## config.mk

```make
export PLATFORM = sky130hd
export DESIGN_NAME = mux_bus_seq
export DESIGN_NICKNAME = d
export VERILOG_FILES = /design/src/rtl/mbs_pkg.sv /design/src/rtl/mbs_rst_filt.sv /design/src/rtl/mbs_fsm.sv /design/src/rtl/mbs_pins.sv /design/src/rtl/mux_bus_seq.sv
export SDC_FILE = /design/constraint.sdc
export NUM_CORES = 1
export LEC_CHECK = 0
export BUFFER_PORTS_ARGS = -buffer_cell sky130_fd_sc_hd__clkbuf_2
export CAP_MARGIN = 20
export CORE_MARGIN = 1.5
export CORE_UTILIZATION = 50
export CTS_CLUSTER_SIZE = 20
export DETAILED_ROUTE_END_ITERATION = 8
export PLACE_DENSITY_LB_ADDON = 0.25
export SLEW_MARGIN = 30
export SYNTH_ARGS = -nofsm -noshare
export SYNTH_HDL_FRONTEND = slang
export SYNTH_SLANG_ARGS = --single-unit
```

## constraint.sdc

```tcl
create_clock -name clk -period 4.43 [get_ports clk]
set_input_delay 0.886 -clock clk [delete_from_list [all_inputs] [get_ports clk]]
set_output_delay 0.886 -clock clk [all_outputs]
set_load 0.005 [all_outputs]
```

## src/rtl/mbs_pkg.sv

```systemverilog
package mbs_pkg;
  localparam int AW   = 20;
  localparam int DW   = 16;
  localparam int HW   = AW - DW;
  localparam int SEGW = 2;

  typedef enum logic [2:0] {
    S_IDLE, S_T1, S_T2, S_T3, S_TW, S_T4, S_HOLD
  } mbs_st_e;

  typedef struct packed {
    logic [AW-1:0]   addr;
    logic            wr;
    logic            io;
    logic            bhe;
    logic [SEGW-1:0] seg;
    logic [DW-1:0]   wdata;
  } mbs_req_t;

  function automatic logic is_strobe(input mbs_st_e s);
    return (s == S_T2) || (s == S_T3) || (s == S_TW);
  endfunction

  function automatic logic is_cycle(input mbs_st_e s);
    return (s == S_T1) || is_strobe(s) || (s == S_T4);
  endfunction

  function automatic logic [HW-1:0] status_bits(input logic [SEGW-1:0] seg);
    return {{(HW-SEGW){1'b0}}, seg};
  endfunction
endpackage

```

## src/rtl/mbs_rst_filt.sv

```systemverilog
module mbs_rst_filt #(
  parameter int MIN_CYC = 4
) (
  input  logic clk,
  input  logic rst,
  output logic srst
);
  generate
    if (MIN_CYC > 1) begin : g_filt
      logic [MIN_CYC-2:0] hist;
      always_ff @(posedge clk) begin
        hist[0] <= rst;
        for (int i = 1; i < MIN_CYC - 1; i++) hist[i] <= hist[i-1];
      end
      assign srst = rst & (&hist);
    end else begin : g_pass
      assign srst = rst;
    end
  endgenerate
endmodule

```

## src/rtl/mbs_fsm.sv

```systemverilog
module mbs_fsm
  import mbs_pkg::*;
(
  input  logic          clk,
  input  logic          srst,
  input  logic          hold,
  input  logic          ready,
  input  logic          req_valid,
  input  mbs_req_t      req,
  input  mbs_req_t      boot,
  input  logic [DW-1:0] ad_in,
  output mbs_st_e       st_d,
  output mbs_req_t      cur_d,
  output logic          req_ready,
  output logic          done,
  output logic [DW-1:0] rdata
);
  mbs_st_e  st_q;
  mbs_req_t cur_q;
  logic     boot_pend;
  logic     boundary;
  logic     boot_take;

  always_comb begin
    st_d      = st_q;
    cur_d     = cur_q;
    boundary  = (st_q == S_IDLE) || (st_q == S_T4);
    req_ready = boundary && !hold && !boot_pend;
    boot_take = boundary && !hold && boot_pend;
    case (st_q)
      S_IDLE, S_T4: begin
        if (hold) st_d = S_HOLD;
        else if (boot_pend) begin
          st_d  = S_T1;
          cur_d = boot;
        end else if (req_valid) begin
          st_d  = S_T1;
          cur_d = req;
        end else st_d = S_IDLE;
      end
      S_T1:       st_d = S_T2;
      S_T2:       st_d = S_T3;
      S_T3, S_TW: st_d = ready ? S_T4 : S_TW;
      S_HOLD:     st_d = hold ? S_HOLD : S_IDLE;
      default:    st_d = S_IDLE;
    endcase
  end

  always_ff @(posedge clk) begin
    if (srst) begin
      st_q      <= S_IDLE;
      cur_q     <= '0;
      boot_pend <= 1'b1;
      done      <= 1'b0;
      rdata     <= '0;
    end else begin
      st_q  <= st_d;
      cur_q <= cur_d;
      if (boot_take) boot_pend <= 1'b0;
      done <= (st_q == S_T4);
      if ((st_q == S_T3 || st_q == S_TW) && ready && !cur_q.wr) rdata <= ad_in;
    end
  end
endmodule

```

## src/rtl/mbs_pins.sv

```systemverilog
module mbs_pins
  import mbs_pkg::*;
(
  input  logic          clk,
  input  logic          srst,
  input  mbs_st_e       st_d,
  input  mbs_req_t      cur_d,
  output logic [DW-1:0] ad_out,
  output logic          ad_oe,
  output logic [HW-1:0] as_out,
  output logic          bus_oe,
  output logic          ale,
  output logic          rd_n,
  output logic          wr_n,
  output logic          den_n,
  output logic          dtr,
  output logic          mio,
  output logic          bhe_n,
  output logic          hlda
);
  logic          in_cyc, strb;
  logic          ale_d, rd_n_d, wr_n_d, den_n_d, ad_oe_d, mio_d, bhe_n_d, dtr_d, hlda_d;
  logic [DW-1:0] ad_d;
  logic [HW-1:0] as_d;

  always_comb begin
    in_cyc  = is_cycle(st_d);
    strb    = is_strobe(st_d);
    ale_d   = (st_d == S_T1);
    rd_n_d  = !(strb && !cur_d.wr);
    wr_n_d  = !(strb && cur_d.wr);
    den_n_d = !strb;
    ad_oe_d = ale_d || (cur_d.wr && (strb || st_d == S_T4));
    if (ale_d)        ad_d = cur_d.addr[DW-1:0];
    else if (ad_oe_d) ad_d = cur_d.wdata;
    else              ad_d = '0;
    if (ale_d)        as_d = cur_d.addr[AW-1:DW];
    else if (in_cyc)  as_d = status_bits(cur_d.seg);
    else              as_d = '0;
    mio_d   = in_cyc && !cur_d.io;
    bhe_n_d = !(in_cyc && cur_d.bhe);
    dtr_d   = in_cyc && cur_d.wr;
    hlda_d  = (st_d == S_HOLD);
  end

  always_ff @(posedge clk) begin
    if (srst) begin
      ad_out <= '0;
      ad_oe  <= 1'b0;
      as_out <= '0;
      bus_oe <= 1'b1;
      ale    <= 1'b0;
      rd_n   <= 1'b1;
      wr_n   <= 1'b1;
      den_n  <= 1'b1;
      dtr    <= 1'b0;
      mio    <= 1'b0;
      bhe_n  <= 1'b1;
      hlda   <= 1'b0;
    end else begin
      ad_out <= ad_d;
      ad_oe  <= ad_oe_d && !hlda_d;
      as_out <= as_d;
      bus_oe <= !hlda_d;
      ale    <= ale_d;
      rd_n   <= rd_n_d;
      wr_n   <= wr_n_d;
      den_n  <= den_n_d;
      dtr    <= dtr_d;
      mio    <= mio_d;
      bhe_n  <= bhe_n_d;
      hlda   <= hlda_d;
    end
  end
endmodule

```

## src/rtl/mux_bus_seq.sv

```systemverilog
module mux_bus_seq
  import mbs_pkg::*;
#(
  parameter int              RST_MIN   = 4,
  parameter logic [AW-1:0]   RESET_VEC = 20'hFFFF0,
  parameter logic [SEGW-1:0] BOOT_SEG  = 2'b10
) (
  input  logic            clk,
  input  logic            rst,
  input  logic            req_valid,
  output logic            req_ready,
  input  logic [AW-1:0]   req_addr,
  input  logic            req_write,
  input  logic            req_io,
  input  logic            req_bhe,
  input  logic [SEGW-1:0] req_seg,
  input  logic [DW-1:0]   req_wdata,
  output logic            done,
  output logic [DW-1:0]   rdata,
  output logic [DW-1:0]   ad_out,
  input  logic [DW-1:0]   ad_in,
  output logic            ad_oe,
  output logic [HW-1:0]   as_out,
  output logic            bus_oe,
  output logic            ale,
  output logic            rd_n,
  output logic            wr_n,
  output logic            den_n,
  output logic            dtr,
  output logic            mio,
  output logic            bhe_n,
  input  logic            ready,
  input  logic            hold,
  output logic            hlda
);
  logic     srst;
  mbs_req_t req, boot, cur_d;
  mbs_st_e  st_d;

  assign req  = '{addr: req_addr, wr: req_write, io: req_io, bhe: req_bhe,
                  seg: req_seg, wdata: req_wdata};
  assign boot = '{addr: RESET_VEC, wr: 1'b0, io: 1'b0, bhe: 1'b1,
                  seg: BOOT_SEG, wdata: '0};

  mbs_rst_filt #(.MIN_CYC(RST_MIN)) u_rst (
    .clk(clk), .rst(rst), .srst(srst)
  );

  mbs_fsm u_fsm (
    .clk(clk), .srst(srst), .hold(hold), .ready(ready),
    .req_valid(req_valid), .req(req), .boot(boot), .ad_in(ad_in),
    .st_d(st_d), .cur_d(cur_d), .req_ready(req_ready),
    .done(done), .rdata(rdata)
  );

  mbs_pins u_pins (
    .clk(clk), .srst(srst), .st_d(st_d), .cur_d(cur_d),
    .ad_out(ad_out), .ad_oe(ad_oe), .as_out(as_out), .bus_oe(bus_oe),
    .ale(ale), .rd_n(rd_n), .wr_n(wr_n), .den_n(den_n), .dtr(dtr),
    .mio(mio), .bhe_n(bhe_n), .hlda(hlda)
  );
endmodule

```

==> impl_metrics.toml, run 1 <==
[sta]
slew_headroom = 0.418
final.setup_skew_ps = 7.09
whs_ps = 368
max_freq_mhz = 333
fin_crit_sh = 0.678
worst-slew-pin-transition_ps = 872
finalSetupViolCount = 0
final_hold_viol_count = 0
min_period_ps = 3000
rsz0062_at_grt = "false"
maxSlewViolCount = 0
timing.setup.tns_ps = 0

[cells_and_area]
fin_util = 0.651
mostFrequentLayoutCells = "clkbuf_2 (109), dfxtp_1 (75), nor2_1 (51)"
drive_gt1_frac = 0.327
synthToLayoutAreaGrowth_pct = 25.5
finalNetCount = 461
antenna_cells = 0
layout_commonest_cell = "clkbuf_2"

[min_path]
worstHoldEndpoint = "u_rst.g_filt.hist[2]"
hold_start = "u_rst.g_filt.hist[1]"
min_path_type = "reg -> reg"
min_delay_path_depth = 0

[global_route]
antenna_found_initial = 0
grt_pass1_wl_um = 10500
track_usage = 0.218
grt_max_degree = 27
grt_pass1_vias = 2346
overflow = 0

[power_and_ir_drop]
p_per_area_nw_per_um2 = 767
seq_power_share = 0.420
clkPwrFrac = 0.210
switching_share = 0.351
switchingPower_w = 0.000972
p_comb_frac = 0.370
peakVddDrop_uv = 358
leakage_nw = 1.66
p_int_w = 0.00180

[critical_path]
ff2ff_path_depth = 3
start_kind = "flop"
reg2reg_to = "u_pins.ad_out[3]"
crit_fanout = 22
cp.required_ps = 3540
critPathKind = "reg -> out"
cp.arrival_ps = 2120
rr_startpoint = "u_fsm.boot_pend"
regToRegSetupSlack_ps = 1880
endpoint_kind = "output pin"

[clocking]
cts_buffers = 9
ctsResizeCount = 0
clock_latency_ps = 350
clock_tree.root_cell = "clkbuf_8"
cts_tree = "done"
clock_path_buffers = 2
ctsHoldBuffers = 0
postCtsSetupBuffers = 0
htree_levels = 3
clock_sinks = 75
clkTransAtPathRegs_ps = 70

[detailed_routing]
viasPerCell = 5.37
ant_nets = 0
totalWireLength_um = 6660
drc = 0
drt_iter0_markers = 158
dr_total_vias = 2554
routedWlPerCell_um = 14.0
first_pass_iters = 4

[floorplan]
die_area_um2 = 6210
row_count = 27
coreArea_um2 = 5540
die_w_um = 78.8
io_pins = 110
initial_utilization = 0.519
die_h_um = 78.8

[synthesis]
syn_area_per_cell_um2 = 9.33
netlist_area_um2 = 2870
syn_nets = 370
ys_types = 41
synthCells = 308
ys_ff_latch = 75
yosysSeqAreaShare = 0.523
ys_warn_count = 0

[placement]
io_buffer_count = 109
hpwl_um = 4590
gp_congestion = 0.799

[outcome]
status = "finished clean"

[job]
maxCapViolCount = 0
## sequential cells by signal, indices dropped and copies added (netlist names)
name and flops:
u_pins.as_out 4, u_pins.rd_n 1, u_pins.ale 1, u_fsm.done 1
u_pins.wr_n 1, u_pins.bus_oe 1, u_fsm.cur_q 21, u_pins.den_n 1
u_pins.hlda 1, u_fsm.boot_pend 1, u_pins.dtr 1, u_pins.ad_out 16
u_rst.g_filt.hist 3, u_pins.bhe_n 1, u_pins.mio 1, u_fsm.st_q 3
u_pins.ad_oe 1, u_fsm.rdata 16
## stage by stage
stage | std cells | setup WS [ps] | area [um^2] | power (W)
after global placement | 460 | 1460 | 3380 | 0.00215
after floorplan | 308 | 1960 | 2870 | 0.00188
after CTS | 476 | 1420 | 3600 | 0.00278
final | 476 | 1430 | 3610 | 0.00277
after global routing | 476 | 1250 | 3610 | 0.00296
after detailed placement | 460 | 1430 | 3380 | 0.00220
## synthesized netlist by cell type
cell type / n / area share
nand2b_1: 2 / 0.0044
nor2b_1: 4 / 0.0087
and4b_1: 2 / 0.0070
xnor2_1: 2 / 0.0061
o221a_2: 1 / 0.0039
o211ai_2: 1 / 0.0044
buf_8: 1 / 0.0052
nor4_1: 1 / 0.0022
o21ai_0: 8 / 0.014
nand3_1: 4 / 0.0070
dfxtp_1: 75 / 0.52
or3b_4: 1 / 0.0039
nor2_1: 52 / 0.068
a21o_1: 2 / 0.0052
o22ai_1: 14 / 0.030
a21oi_1: 20 / 0.035
o21bai_1: 1 / 0.0026
and2_1: 18 / 0.039
and4_1: 1 / 0.0030
a221oi_1: 17 / 0.052
o21a_1: 1 / 0.0026
clkbuf_1: 15 / 0.020
a21boi_0: 1 / 0.0026
a2bb2oi_1: 1 / 0.0030
inv_1: 5 / 0.0065
o211ai_1: 2 / 0.0052
nor3_1: 3 / 0.0052
nand4_1: 1 / 0.0022
o31a_1: 1 / 0.0030
buf_2: 12 / 0.021
nand2_1: 9 / 0.012
and3_1: 2 / 0.0044
buf_1: 2 / 0.0026
a31oi_1: 2 / 0.0044
nand3b_1: 2 / 0.0052
mux2i_1: 16 / 0.056
or3_1: 1 / 0.0022
a21oi_4: 1 / 0.0057
a41oi_1: 2 / 0.0061
o21ba_2: 1 / 0.0035
xor2_1: 1 / 0.0030
## per-layer routing
metal | wire [um] | GRT usage | up-vias
met3 | 450 | 0.0402 | 12
met2 | 3060 | 0.341 | 90
met4 | 128 | 0.111 | 0
met1 | 3020 | 0.288 | 1197
met5 | 0 | 0 | -
li1 | - | - | 1255
## worst max-delay path, stage by stage, from the launching register on
cell and delay, ps:
dfxtp_1 610, xnor2_1 260, nand2_1 520, nor2_1 230, clkbuf_2 150
## cells by family after synthesis
group,synth area share
AOI/OAI and AO/OA,0.183
xor gates and xnor gates,0.00915
buffers and inverters,0.0549
DFF,0.523
muxes,0.0557
and+or+nand+nor,0.174
## power by group through the flow
stage / combinational [W] / clock (W) / sequential [W]
3_5_place_dp: 0.00103 / 0 / 0.00117
6_report: 0.00102 / 0.000581 / 0.00116
3_3_place_gp: 0.000990 / 0 / 0.00116
5_1_grt: 0.00114 / 0.000618 / 0.00120
2_1_floorplan: 0.000768 / 0 / 0.00111
4_1_cts: 0.00103 / 0.000589 / 0.00116
## layout make-up
class,instances,area [um^2]
fill,491,1930
clock buffer,10,138
timing repair buffer,110,553
inverter,5,18.8
tap,72,90.1
multi-input combinational,198,1220
clock inverter,6,88.8
sequential,75,1500
## how the worst max path moves through the flow
stage	depth (start not counted)	from	slack (ps)	to
after floorplan	5	hold	1960	req_ready
final	4	u_fsm.st_q[2]	1430	req_ready
after global routing	4	u_fsm.st_q[2]	1250	req_ready
after detailed placement	5	hold	1430	req_ready
after CTS	4	u_fsm.st_q[2]	1420	req_ready
after global placement	5	hold	1460	req_ready
(Power assumes the default switching activity.)
==> run 2, diff against run 1 <==
--- a/config.mk
+++ b/config.mk
@@ -8,7 +8,7 @@
 export BUFFER_PORTS_ARGS = -buffer_cell sky130_fd_sc_hd__clkbuf_2
 export CAP_MARGIN = 20
 export CORE_MARGIN = 1.5
-export CORE_UTILIZATION = 50
+export CORE_UTILIZATION = 47
 export CTS_CLUSTER_SIZE = 20
 export DETAILED_ROUTE_END_ITERATION = 8
 export PLACE_DENSITY_LB_ADDON = 0.25
==> constraint.sdc (replaced) <==
create_clock -name clk -period 3.1 [get_ports clk]
set_input_delay 0.62 -clock clk [delete_from_list [all_inputs] [get_ports clk]]
set_output_delay 0.62 -clock clk [all_outputs]
set_load 0.005 [all_outputs]
==> impl_metrics.toml, run 2 (same netlist as run 1, synthesis figures left out) <==
[sta]
final.setup_skew_ps = 9.34
worst-slew-pin-transition_ps = 745
min_period_ps = 2410
fin_crit_sh = 0.778
timing.setup.tns_ps = 0
max_freq_mhz = 415
slew_headroom = 0.502
finalSetupViolCount = 0
rsz0062_at_grt = "false"
maxSlewViolCount = 0
final_hold_viol_count = 0

[clocking]
cts_tree = "done"
clock_latency_ps = 340
clock_path_buffers = 2
clkTransAtPathRegs_ps = 70
htree_levels = 3
clock_sinks = 75
ctsHoldBuffers = 0
cts_buffers = 9
clock_tree.root_cell = "clkbuf_8"
ctsResizeCount = 0
postCtsSetupBuffers = 0

[critical_path]
cpLargestDelayFamily = "flip-flops"
start_kind = "flop"
endpoint_kind = "output pin"
cp.arrival_ps = 1790
path_buf_inv = 1
max_stage_delay_ps = 590
critPathKind = "reg -> out"
crit_fanout = 14
worst_path_max_delay_cell = "dfxtp_1"
cp.required_ps = 2480
path_cells = "xnor2_1, nand2_1, nor2_1, clkbuf_2"

[job]
maxCapViolCount = 0

[min_path]
min_path_type = "reg -> reg"

[floorplan]
initial_utilization = 0.485
die_w_um = 81.2
die_area_um2 = 6590
io_pins = 110
die_h_um = 81.2
row_count = 28
coreArea_um2 = 5920

[cells_and_area]
synthToLayoutAreaGrowth_pct = 27.6
final_cell_count_no_fill = 485
multi_input_area_um2 = 1210
top_register = "u_fsm.cur_q"
largest_register_ffs = 21
fillers = 508
layout_commonest_cell = "clkbuf_2"
drive_gt1_frac = 0.332
ff_latch_area_um2 = 1500
mostFrequentLayoutCells = "clkbuf_2 (109), dfxtp_1 (75), nor2_1 (52)"
finalNetCount = 467
top_regs = "u_fsm.cur_q: 21 flops, u_fsm.rdata: 16 flops, u_pins.ad_out: 16 flops"
antenna_cells = 0

[power_and_ir_drop]
p_per_area_nw_per_um2 = 1100
peakVddDrop_uv = 455
leakage_nw = 1.70

[detailed_routing]
dr_total_vias = 2535
viasPerCell = 5.23
ant_nets = 0
totalWireLength_um = 6610
drt_iter0_markers = 109
routedWlPerCell_um = 13.6
drc = 0
first_pass_iters = 4

[global_route]
track_usage = 0.211
antenna_found_initial = 0
grt_max_degree = 30
grt_pass1_wl_um = 10500
overflow = 0
grt_pass1_vias = 2322

[placement]
place_inst = 469
gp_congestion = 0.810
io_buffer_count = 109
hpwl_um = 4700

[outcome]
status = "finished clean"
## run 2: final timing paths
kind | slack [ps] | endpoint | depth (start not counted) | from
max | 690 | req_ready | 4 | u_fsm.st_q[2]
min | 370 | u_rst.g_filt.hist[2] | 0 | u_rst.g_filt.hist[1]
max reg2reg | 860 | u_pins.ad_out[3] | 5 | u_fsm.st_q[2]
min reg2reg | 370 | u_rst.g_filt.hist[2] | 0 | u_rst.g_filt.hist[1]
## run 2: power breakdown
group,leakage [nW],switching (W),internal [W]
clock,0.121,0.000355,0.000538
sequential,0.625,0.000236,0.00139
combinational,0.952,0.000784,0.000724
total,1.70,0.00138,0.00265
## run 2: cell type report
type | count | share of cell area
multi-input combinational | 198 | 0.331
inverter | 5 | 0.00512
sequential | 75 | 0.410
clock buffer | 10 | 0.0348
clock inverter | 6 | 0.0307
tap | 75 | 0.0256
timing repair buffer | 116 | 0.163
## run 2: metrics by stage
stage                     area [um^2]   util  total power (W)  hold WS, ps  setup slack [ps]
final                            3670  0.619          0.00402          372               688
after global routing             3670  0.619          0.00435          383               479
after CTS                        3670  0.619          0.00406          369               693
after detailed placement         3430  0.579          0.00316          358               817
after global placement           3430  0.579          0.00310          356               873
after floorplan                  2870      -          0.00268          344              1160
## run 2: worst reg2reg max path: cells and delay by family, from the launching register on
| kind | cells | cell delay [ps] |
|---|---|---|
| xor+xnor | 1 | 230 |
| buf+inv | 1 | 210 |
| simple gates | 1 | 250 |
| compound gates | 2 | 820 |
| flops | 1 | 590 |
## run 2: routing by layer
metal | global-route usage | wire (um) | part of all wire | up-vias
li1 | - | - | - | 1271
met1 | 0.263 | 2990 | 0.45 | 1153
met2 | 0.334 | 3070 | 0.47 | 103
met3 | 0.0618 | 453 | 0.069 | 8
met4 | 0.0983 | 85 | 0.013 | 0
met5 | 0 | 0 | 0 | -
